$ cat config.mk
export PLATFORM = sky130hd
export DESIGN_NAME = bus_rr_arbiter
export DESIGN_NICKNAME = d
export VERILOG_FILES = /design/src/rtl/arb_pkg.sv /design/src/rtl/arb_rst_sync.sv /design/src/rtl/arb_rr_pick.sv /design/src/rtl/arb_owner_reg.sv /design/src/rtl/bus_rr_arbiter.sv
export SDC_FILE = /design/constraint.sdc
export NUM_CORES = 1
export LEC_CHECK = 0
export ABC_AREA = 1
export CAP_MARGIN = 15
export CORE_AREA = 2 2 39 41
export CTS_CLUSTER_SIZE = 25
export DETAILED_ROUTE_END_ITERATION = 7
export DIE_AREA = 0 0 41 43
export GPL_TIMING_DRIVEN = 0
export PLACE_DENSITY_LB_ADDON = 0.25
export SYNTH_ARGS = -nofsm -noshare
export SYNTH_HDL_FRONTEND = slang
export SYNTH_SLANG_ARGS = --single-unit
$ cat constraint.sdc
create_clock -name clk -period 0.8 [get_ports clk]
set_input_delay 0.08 -clock clk [delete_from_list [all_inputs] [get_ports clk]]
set_output_delay 0.08 -clock clk [all_outputs]
set_load 0.01 [all_outputs]
$ cat src/rtl/arb_pkg.sv
package arb_pkg;

  localparam int unsigned ARB_MAX_MASTERS = 8;

  typedef enum logic [1:0] {
    DEC_KEEP     = 2'd0,
    DEC_HANDOVER = 2'd1,
    DEC_PARK     = 2'd2
  } arb_decision_e;

endpackage

$ cat src/rtl/arb_rst_sync.sv
module arb_rst_sync (
  input  logic clk,
  input  logic rst_n,
  output logic rst_sync_n
);

  logic stage1_q;
  logic stage2_q;

  always_ff @(posedge clk or negedge rst_n) begin
    if (!rst_n) begin
      stage1_q <= 1'b0;
      stage2_q <= 1'b0;
    end else begin
      stage1_q <= 1'b1;
      stage2_q <= stage1_q;
    end
  end

  assign rst_sync_n = stage2_q;

endmodule

$ cat src/rtl/arb_rr_pick.sv
module arb_rr_pick #(
  parameter int unsigned N  = 4,
  parameter int unsigned IW = 2
) (
  input  logic [N-1:0]  req,
  input  logic [IW-1:0] cur,
  output logic [IW-1:0] pick,
  output logic          found
);

  logic [IW-1:0] cand [N];

  // candidate k sits k+1 places above the current owner, wrapping at N
  for (genvar k = 0; k < N; k++) begin : g_cand
    always_comb begin
      if ({1'b0, cur} + (IW+1)'(k + 1) >= (IW+1)'(N)) begin
        cand[k] = IW'({1'b0, cur} + (IW+1)'(k + 1) - (IW+1)'(N));
      end else begin
        cand[k] = IW'({1'b0, cur} + (IW+1)'(k + 1));
      end
    end
  end

  // walk from the farthest candidate to the nearest so the nearest wins
  always_comb begin
    pick  = cur;
    found = 1'b0;
    for (int k = N - 1; k >= 0; k--) begin
      if (req[cand[k]]) begin
        pick  = cand[k];
        found = 1'b1;
      end
    end
  end

endmodule

$ cat src/rtl/arb_owner_reg.sv
module arb_owner_reg #(
  parameter int unsigned N   = 4,
  parameter int unsigned IW  = 2,
  parameter int unsigned DEF = 0
) (
  input  logic          clk,
  input  logic          rst_n,
  input  logic          en,
  input  logic [IW-1:0] idx_d,
  input  logic [N-1:0]  grant_d,
  input  logic          park_d,
  output logic [IW-1:0] idx_q,
  output logic [N-1:0]  grant_q,
  output logic          park_q
);

  always_ff @(posedge clk or negedge rst_n) begin
    if (!rst_n) begin
      idx_q   <= IW'(DEF);
      grant_q <= N'(1) << DEF;
      park_q  <= 1'b1;
    end else if (en) begin
      idx_q   <= idx_d;
      grant_q <= grant_d;
      park_q  <= park_d;
    end
  end

endmodule

$ cat src/rtl/bus_rr_arbiter.sv
module bus_rr_arbiter
  import arb_pkg::*;
#(
  parameter int unsigned NUM_MASTERS    = 4,
  parameter int unsigned DEFAULT_MASTER = 0
) (
  input  logic                           clk,
  input  logic                           rst_n,
  input  logic [NUM_MASTERS-1:0]         req,
  input  logic                           bus_wait,
  output logic [NUM_MASTERS-1:0]         grant,
  output logic [$clog2(NUM_MASTERS)-1:0] owner,
  output logic                           parked
);

  localparam int unsigned IW = $clog2(NUM_MASTERS);

  logic                   rst_q_n;
  logic [IW-1:0]          idx_q;
  logic [NUM_MASTERS-1:0] grant_q;
  logic                   park_q;
  logic [IW-1:0]          rr_pick;
  logic                   rr_found;
  arb_decision_e          decision;
  logic [IW-1:0]          idx_d;
  logic [NUM_MASTERS-1:0] grant_d;
  logic                   park_d;
  logic                   upd_en;

  arb_rst_sync u_rst_sync (
    .clk        (clk),
    .rst_n      (rst_n),
    .rst_sync_n (rst_q_n)
  );

  arb_rr_pick #(
    .N  (NUM_MASTERS),
    .IW (IW)
  ) u_pick (
    .req   (req),
    .cur   (idx_q),
    .pick  (rr_pick),
    .found (rr_found)
  );

  // decision: hold, rotate or park
  always_comb begin
    if (req[idx_q]) begin
      decision = DEC_KEEP;
    end else if (rr_found) begin
      decision = DEC_HANDOVER;
    end else begin
      decision = DEC_PARK;
    end
  end

  always_comb begin
    unique case (decision)
      DEC_KEEP: begin
        idx_d  = idx_q;
        park_d = 1'b0;
      end
      DEC_HANDOVER: begin
        idx_d  = rr_pick;
        park_d = 1'b0;
      end
      default: begin
        idx_d  = IW'(DEFAULT_MASTER);
        park_d = 1'b1;
      end
    endcase
  end

  for (genvar g = 0; g < NUM_MASTERS; g++) begin : g_dec
    assign grant_d[g] = (idx_d == IW'(g));
  end

  // ownership only moves when the slave is not stretching a transfer
  assign upd_en = ~bus_wait;

  arb_owner_reg #(
    .N   (NUM_MASTERS),
    .IW  (IW),
    .DEF (DEFAULT_MASTER)
  ) u_state (
    .clk     (clk),
    .rst_n   (rst_q_n),
    .en      (upd_en),
    .idx_d   (idx_d),
    .grant_d (grant_d),
    .park_d  (park_d),
    .idx_q   (idx_q),
    .grant_q (grant_q),
    .park_q  (park_q)
  );

  assign grant  = grant_q;
  assign owner  = idx_q;
  assign parked = park_q;

endmodule

* Word level (Yosys, flattened, before mapping)
Cells that the tools add are included.
Cells by class: $add $sub $neg 8, reduce and logical (&&, ||, !) cells 3, equality and inequality tests 4, order comparisons 9, muxes and demuxes 26
Operators with widths (number):
- $mux W2 | 10
- $lt A2 B3 Y1 const B | 5
- $ge A3 B3 Y1 const B | 4
- $bmux W1 S2 | 5
- $mux W1 | 10
- $sub A2 B1 Y2 const B | 4
- $add A2 B2 Y3 const B | 2
- $eq A2 B1 Y1 const B | 2
- $eq A2 B2 Y1 const B | 2
- $logic_not A2 Y1 | 2
- $pmux W2 S2 | 1
- $add A2 B1 Y3 const B | 1
- $add A2 B3 Y3 const B | 1
- $reduce_or A2 Y1 | 1
Storage, ports and cells: flip-flop bits (word level) 9, input bits 7, logic and storage cells 55

* Depth between registers and ports, before layout
depth in word-level cells 14, mapped depth 13, mapped depth without buffers 12

* Hierarchy
Synthesis repeated with hierarchy kept, for this count alone.
Second synthesis, totals: cell total of the unflattened synthesis 112, area, all modules 729.4 um^2
Modules (own cells, without submodules):
- arb_owner_reg | seq. area each 177.7 um^2, times used 1, area an instance 271.5 um^2, cells an instance 30
- arb_rr_pick | seq. area each 0.0 um^2, times used 1, area an instance 241.5 um^2, cells an instance 47
- bus_rr_arbiter | seq. area each 0.0 um^2, times used 1, area an instance 162.7 um^2, cells an instance 32
- arb_rst_sync | seq. area each 50.0 um^2, times used 1, area an instance 53.8 um^2, cells an instance 3

* Worst setup path after synthesis
OpenSTA, ideal clock, no wires.
path kind reg-to-reg, start point register u_state.idx_q[0], end point register u_state.idx_q[0], setup time 0.117 ns, arrival 1.262 ns, slack -0.579 ns, period minus slack after synthesis 1.379 ns, stages on the path, launching flop included 14, path buffers 1, path through dfrtp_1 buf_6 inv_8 nand2_1 nand2_1 nand2_1 nand2_2 nand2_1 nand2_1 nand2_1 nand2_1 nand2_2 nand2_1 o21ai_2
Between the ends: longest elaborated chain between the ends 13, elaborated cells on any way between the ends 39, those cells by class add/sub: 8; order compare: 4; eq/ne: 1; mux: 25; reduce/logical: 1
RTL lines:
- start: declaration | RTL line arb_owner_reg.sv:12 | output logic [IW-1:0] idx_q,
- start signal: assignment | RTL line arb_owner_reg.sv:19 | idx_q <= IW'(DEF);
- start signal: assignment | RTL line arb_owner_reg.sv:23 | idx_q <= idx_d;
- $add A2 B3 Y3 | RTL line arb_rr_pick.sv:16 | if ({1'b0, cur} + (IW+1)'(k + 1) >= (IW+1)'(N)) begin
- $ge A3 B3 Y1 or $sub A2 B1 Y2 (tied branches) | RTL line arb_rr_pick.sv:16, arb_rr_pick.sv:17
- $mux W2 | RTL line arb_rr_pick.sv:16
- $bmux W1 S2 | RTL line arb_rr_pick.sv:29 | if (req[cand[k]]) begin
- $mux W1 (not written as such) | RTL line arb_rr_pick.sv:29
- $mux W1 (4 in series) | RTL line arb_rr_pick.sv:29
- $mux W2 | RTL line bus_rr_arbiter.sv:50 | end else if (rr_found) begin
- $mux W2 | RTL line bus_rr_arbiter.sv:48 | if (req[idx_q]) begin
- $eq A2 B1 Y1 or $logic_not A2 Y1 (tied branches) | RTL line bus_rr_arbiter.sv:58 | unique case (decision)
- $pmux W2 S2 (*) | RTL line bus_rr_arbiter.sv:58
Every way passes the cells marked *; elsewhere a longest branch is shown, timed or not. The select of a mux whose other input is x is not followed. A chain may end at the register's enable or synchronous reset.

* Final worst setup path
start point register u_state.idx_q[0], end point register u_state.grant_q[1]
Between the ends: longest elaborated chain between the ends 14, elaborated cells on any way between the ends 40, those cells by class add/sub: 8; order compare: 4; eq/ne: 2; mux: 25; reduce/logical: 1
RTL lines:
- $add A2 B3 Y3 | RTL line arb_rr_pick.sv:16
- $ge A3 B3 Y1 or $sub A2 B1 Y2 (tied branches) | RTL line arb_rr_pick.sv:16, arb_rr_pick.sv:17
- $mux W2 | RTL line arb_rr_pick.sv:16
- $bmux W1 S2 | RTL line arb_rr_pick.sv:29
- $mux W1 (not written as such) | RTL line arb_rr_pick.sv:29
- $mux W1 (4 in series) | RTL line arb_rr_pick.sv:29
- $mux W2 | RTL line bus_rr_arbiter.sv:50
- $mux W2 | RTL line bus_rr_arbiter.sv:48
- $eq A2 B1 Y1 or $logic_not A2 Y1 (tied branches) | RTL line bus_rr_arbiter.sv:58
- $pmux W2 S2 (*) | RTL line bus_rr_arbiter.sv:58
- $eq A2 B1 Y1 (*) | RTL line bus_rr_arbiter.sv:75 | assign grant_d[g] = (idx_d == IW'(g));
- end signal: assignment | RTL line arb_owner_reg.sv:20 | grant_q <= N'(1) << DEF;
- end signal: assignment | RTL line arb_owner_reg.sv:24 | grant_q <= grant_d;
- end: declaration | RTL line arb_owner_reg.sv:13 | output logic [N-1:0] grant_q,
Marked as above.

==> metrics.md <==
| Metric | Value |
|---|---|
| Residual DRC count | `0` |
| Cell count after synthesis | `87` |
| Non-filler cells, final | `128` |
| Starting Density | `43.5%` |
| Fin crit share | `189%` |
| Htree depth | `1` |
| Post-synthesis sequential area ratio | `37.8%` |
| Post-Syn Area | `602 um^2` |
| Layout fillers | `107` |
| Crit start category | `register` |
| Io pins | `14` |
| Final WS setup | `-0.714 ns` |
| Yosys warns | `0` |
| Post-DP Area | `774 um^2` |
| Post-route cell area | `970 um^2` |
| Worst IR Drop VDD | `0.00291 V` |
| GR Overflow Total | `0` |
| CTS root buffer | `clkbuf_4` |
| Nets | `120` |
| CORE AREA | `1380 um^2` |
| Via Count | `602` |
| FMAX | `0.660 GHz` |
| Skew final | `0.00367 ns` |
| Max clock buf depth | `2` |
| Dpl cells | `116` |
| First-pass GRT wire length | `2220 um` |
| Drt total wl | `1550 um` |
| Power per Cell Area | `4070 nW/um^2` |
| Flip-flop and latch count after synthesis | `9` |
| Post-synth cell types | `19` |
| Status | `complete, but fails checks` |
| Hold Violations, Final | `0` |
| Routed vias/inst | `4.70` |
| Largest net degree at the start of global routing | `9` |
| Vias in the first global route | `547` |
| Total iterations of the first detailed-routing run | `4` |
| Syn nets | `94` |
| Critical path fanouts, max | `8` |
| Hold WS | `0.111 ns` |
| DR iter-0 viols | `9` |
| Crit Path Category | `reg2reg` |
| IO buf count | `13` |
| ANT cells | `0` |
| Worst r2r dst | `u_state.grant_q[1]` |
| Avg Cell Area, Syn | `6.92 um^2` |
| Crit. End Element | `register` |
| Post-DR wirelength/cell | `12.1 um` |
| R2r worst-path depth | `13` |
| R2r startpoint | `u_state.idx_q[0]` |
| TritonCTS clock tree | `done` |
| Worst-Skew Late Latency | `0.25 ns` |
| Hold crit path type | `reg2async` |
| Clock transition at path regs | `0.06 ns` |
| Num CTS Buffers | `3` |
| FP Rows | `14` |
| Area Growth Syn to Fin | `61.1%` |
| Failing checks | `negative setup slack` |
| Pins Over Slew Limit | `0` |
| Req. time, crit path | `0.95 ns` |
| Gr usage total | `18.9%` |
| Die Height | `43 um` |
| Static Leak | `0.506 nW` |
| Finish-stage setup viols | `14` |
| Minimum clock period | `1.51 ns` |
| Initial antenna violation count | `0` |
| Routability cong. | `0.731` |
| Share of post-route cells with drive strength above 1 | `51.8%` |
| Max cap viols | `0` |
| RSZ-0062 raised after global routing | `true` |
| Hpwl dp | `976 um` |
| FF-to-FF setup slack | `-0.71 ns` |
| Worst EP arrival | `1.66 ns` |
| Post-route ant nets | `0` |
| Sink Count | `9` |
| Die Width | `41 um` |
| Die area | `1760 um^2` |
## cell usage after synthesis
master / instances / share of area, %
a21oi_1: 1 / 0.83
a21oi_2: 1 / 1.5
buf_6: 1 / 1.9
conb_1: 1 / 0.62
dfrtp_1: 7 / 29
dfstp_2: 2 / 8.7
inv_1: 10 / 6.2
inv_2: 1 / 0.62
inv_8: 1 / 1.9
nand2_1: 35 / 22
nand2_2: 12 / 12
nand3_1: 8 / 6.7
nand3_2: 1 / 1.7
nor2_1: 1 / 0.62
nor2_2: 1 / 1.0
o21ai_0: 1 / 0.83
o21ai_1: 1 / 0.83
o21ai_2: 1 / 1.5
o21bai_1: 1 / 1.2
## layout make-up
type	instances	area [um^2]	share of cell area (%)
Tap cell	16	20.0	2.06
Sequential cell	9	229	23.6
Buffer	1	11.3	1.16
Multi-Input combinational cell	65	433	44.6
Inverter	12	57.6	5.94
Timing Repair Buffer	21	193	19.9
Clock buffer	4	26.3	2.71
## routing by layer
layer,wire [um],part of all wire (%),global-route usage [%],vias up
met5,0,0,0,-
met4,0,0,10.0,0
met3,27,1.7,2.09,0
met2,827,53,28.7,4
met1,697,45,25.3,284
li1,-,-,-,314
## repair_timing
action / in CTS / in global routing
endpoints found under the setup margin: 14 / 14
endpoints found under the hold margin: 2 / 0
hold buffers: 1 / 0
setup buffers: 4 / 4
cloned: 0 / 0
resized for setup: 33 / 28
pin swaps: 7 / 12
## worst max-delay path, cell delays in order, from the launching register on
cell and delay, ns:
dfrtp_1 0.40, buf_6 0.16, clkinv_8 0.08, nand2_2 0.06
nand2_4 0.08, nand2_4 0.06, nand2_4 0.07, nand2_1 0.05
nand2_1 0.08, nand2_1 0.07, nand2_2 0.09, nand2_4 0.08
nand3_2 0.09, nand2_2 0.05
## state kept, by name, indices dropped and copies added (netlist names)
name                   cells
u_rst_sync.rst_sync_n      1
u_rst_sync.stage1_q        1
u_state.grant_q            4
u_state.idx_q              2
u_state.park_q             1
## report_power, final
part	total, mW	switching [mW]	internal (mW)	leakage [nW]
combinational	2.85	1.66	1.19	0.383
sequential	0.752	0.111	0.641	0.108
clock	0.347	0.155	0.192	0.0150
total	3.95	1.92	2.03	0.506
## how the worst max path moves through the flow
stage	from	end	slack, ns	cells past startpoint
detailed placement	req[1]	u_state.grant_q[2]	-0.74	9
global route	u_state.idx_q[0]	u_state.grant_q[1]	-0.79	12
finish	u_state.idx_q[0]	u_state.grant_q[1]	-0.71	13
floorplan	u_state.idx_q[0]	u_state.idx_q[0]	-0.57	13
CTS	u_state.idx_q[0]	u_state.grant_q[2]	-0.67	10
global placement	req[1]	u_state.grant_q[2]	-0.70	9
## layout by cell type, fill, tap and decap left out, types with 2 or more instances in the layout
cell,n
nand3_2,5
dfstp_2,2
nand2_4,11
buf_2,2
nand2_2,13
buf_6,7
o21ai_2,2
nand3_1,4
clkdlybuf4s50_1,6
inv_1,10
nand2_1,23
clkbuf_4,3
nor2_2,2
dfrtp_1,6
buf_4,6
## stage by stage
step                      power [mW]  utilization (%)  setup slack, ns  TNS (ns)
after floorplan                 2.19                -           -0.569     -3.70
after global placement          2.68             56.0           -0.702     -6.03
after detailed placement        2.73             56.0           -0.737     -6.29
after CTS                       3.26             61.1           -0.673     -5.26
after global routing            4.21             70.1           -0.792     -6.29
final                           3.95             70.1           -0.714     -5.58
## cell families (layout without fill, tap and decap cells)
family | count (synthesis) | after routing | share of synthesized area [%]
and+or+nand+nor | 58 | 58 | 44.3
other | 1 | 1 | 0.623
buffers and inverters | 13 | 38 | 10.6
AOI/OAI and AO/OA | 6 | 6 | 6.65
DFF | 9 | 9 | 37.8
No activity file was read; power rests on OpenSTA's default activity.
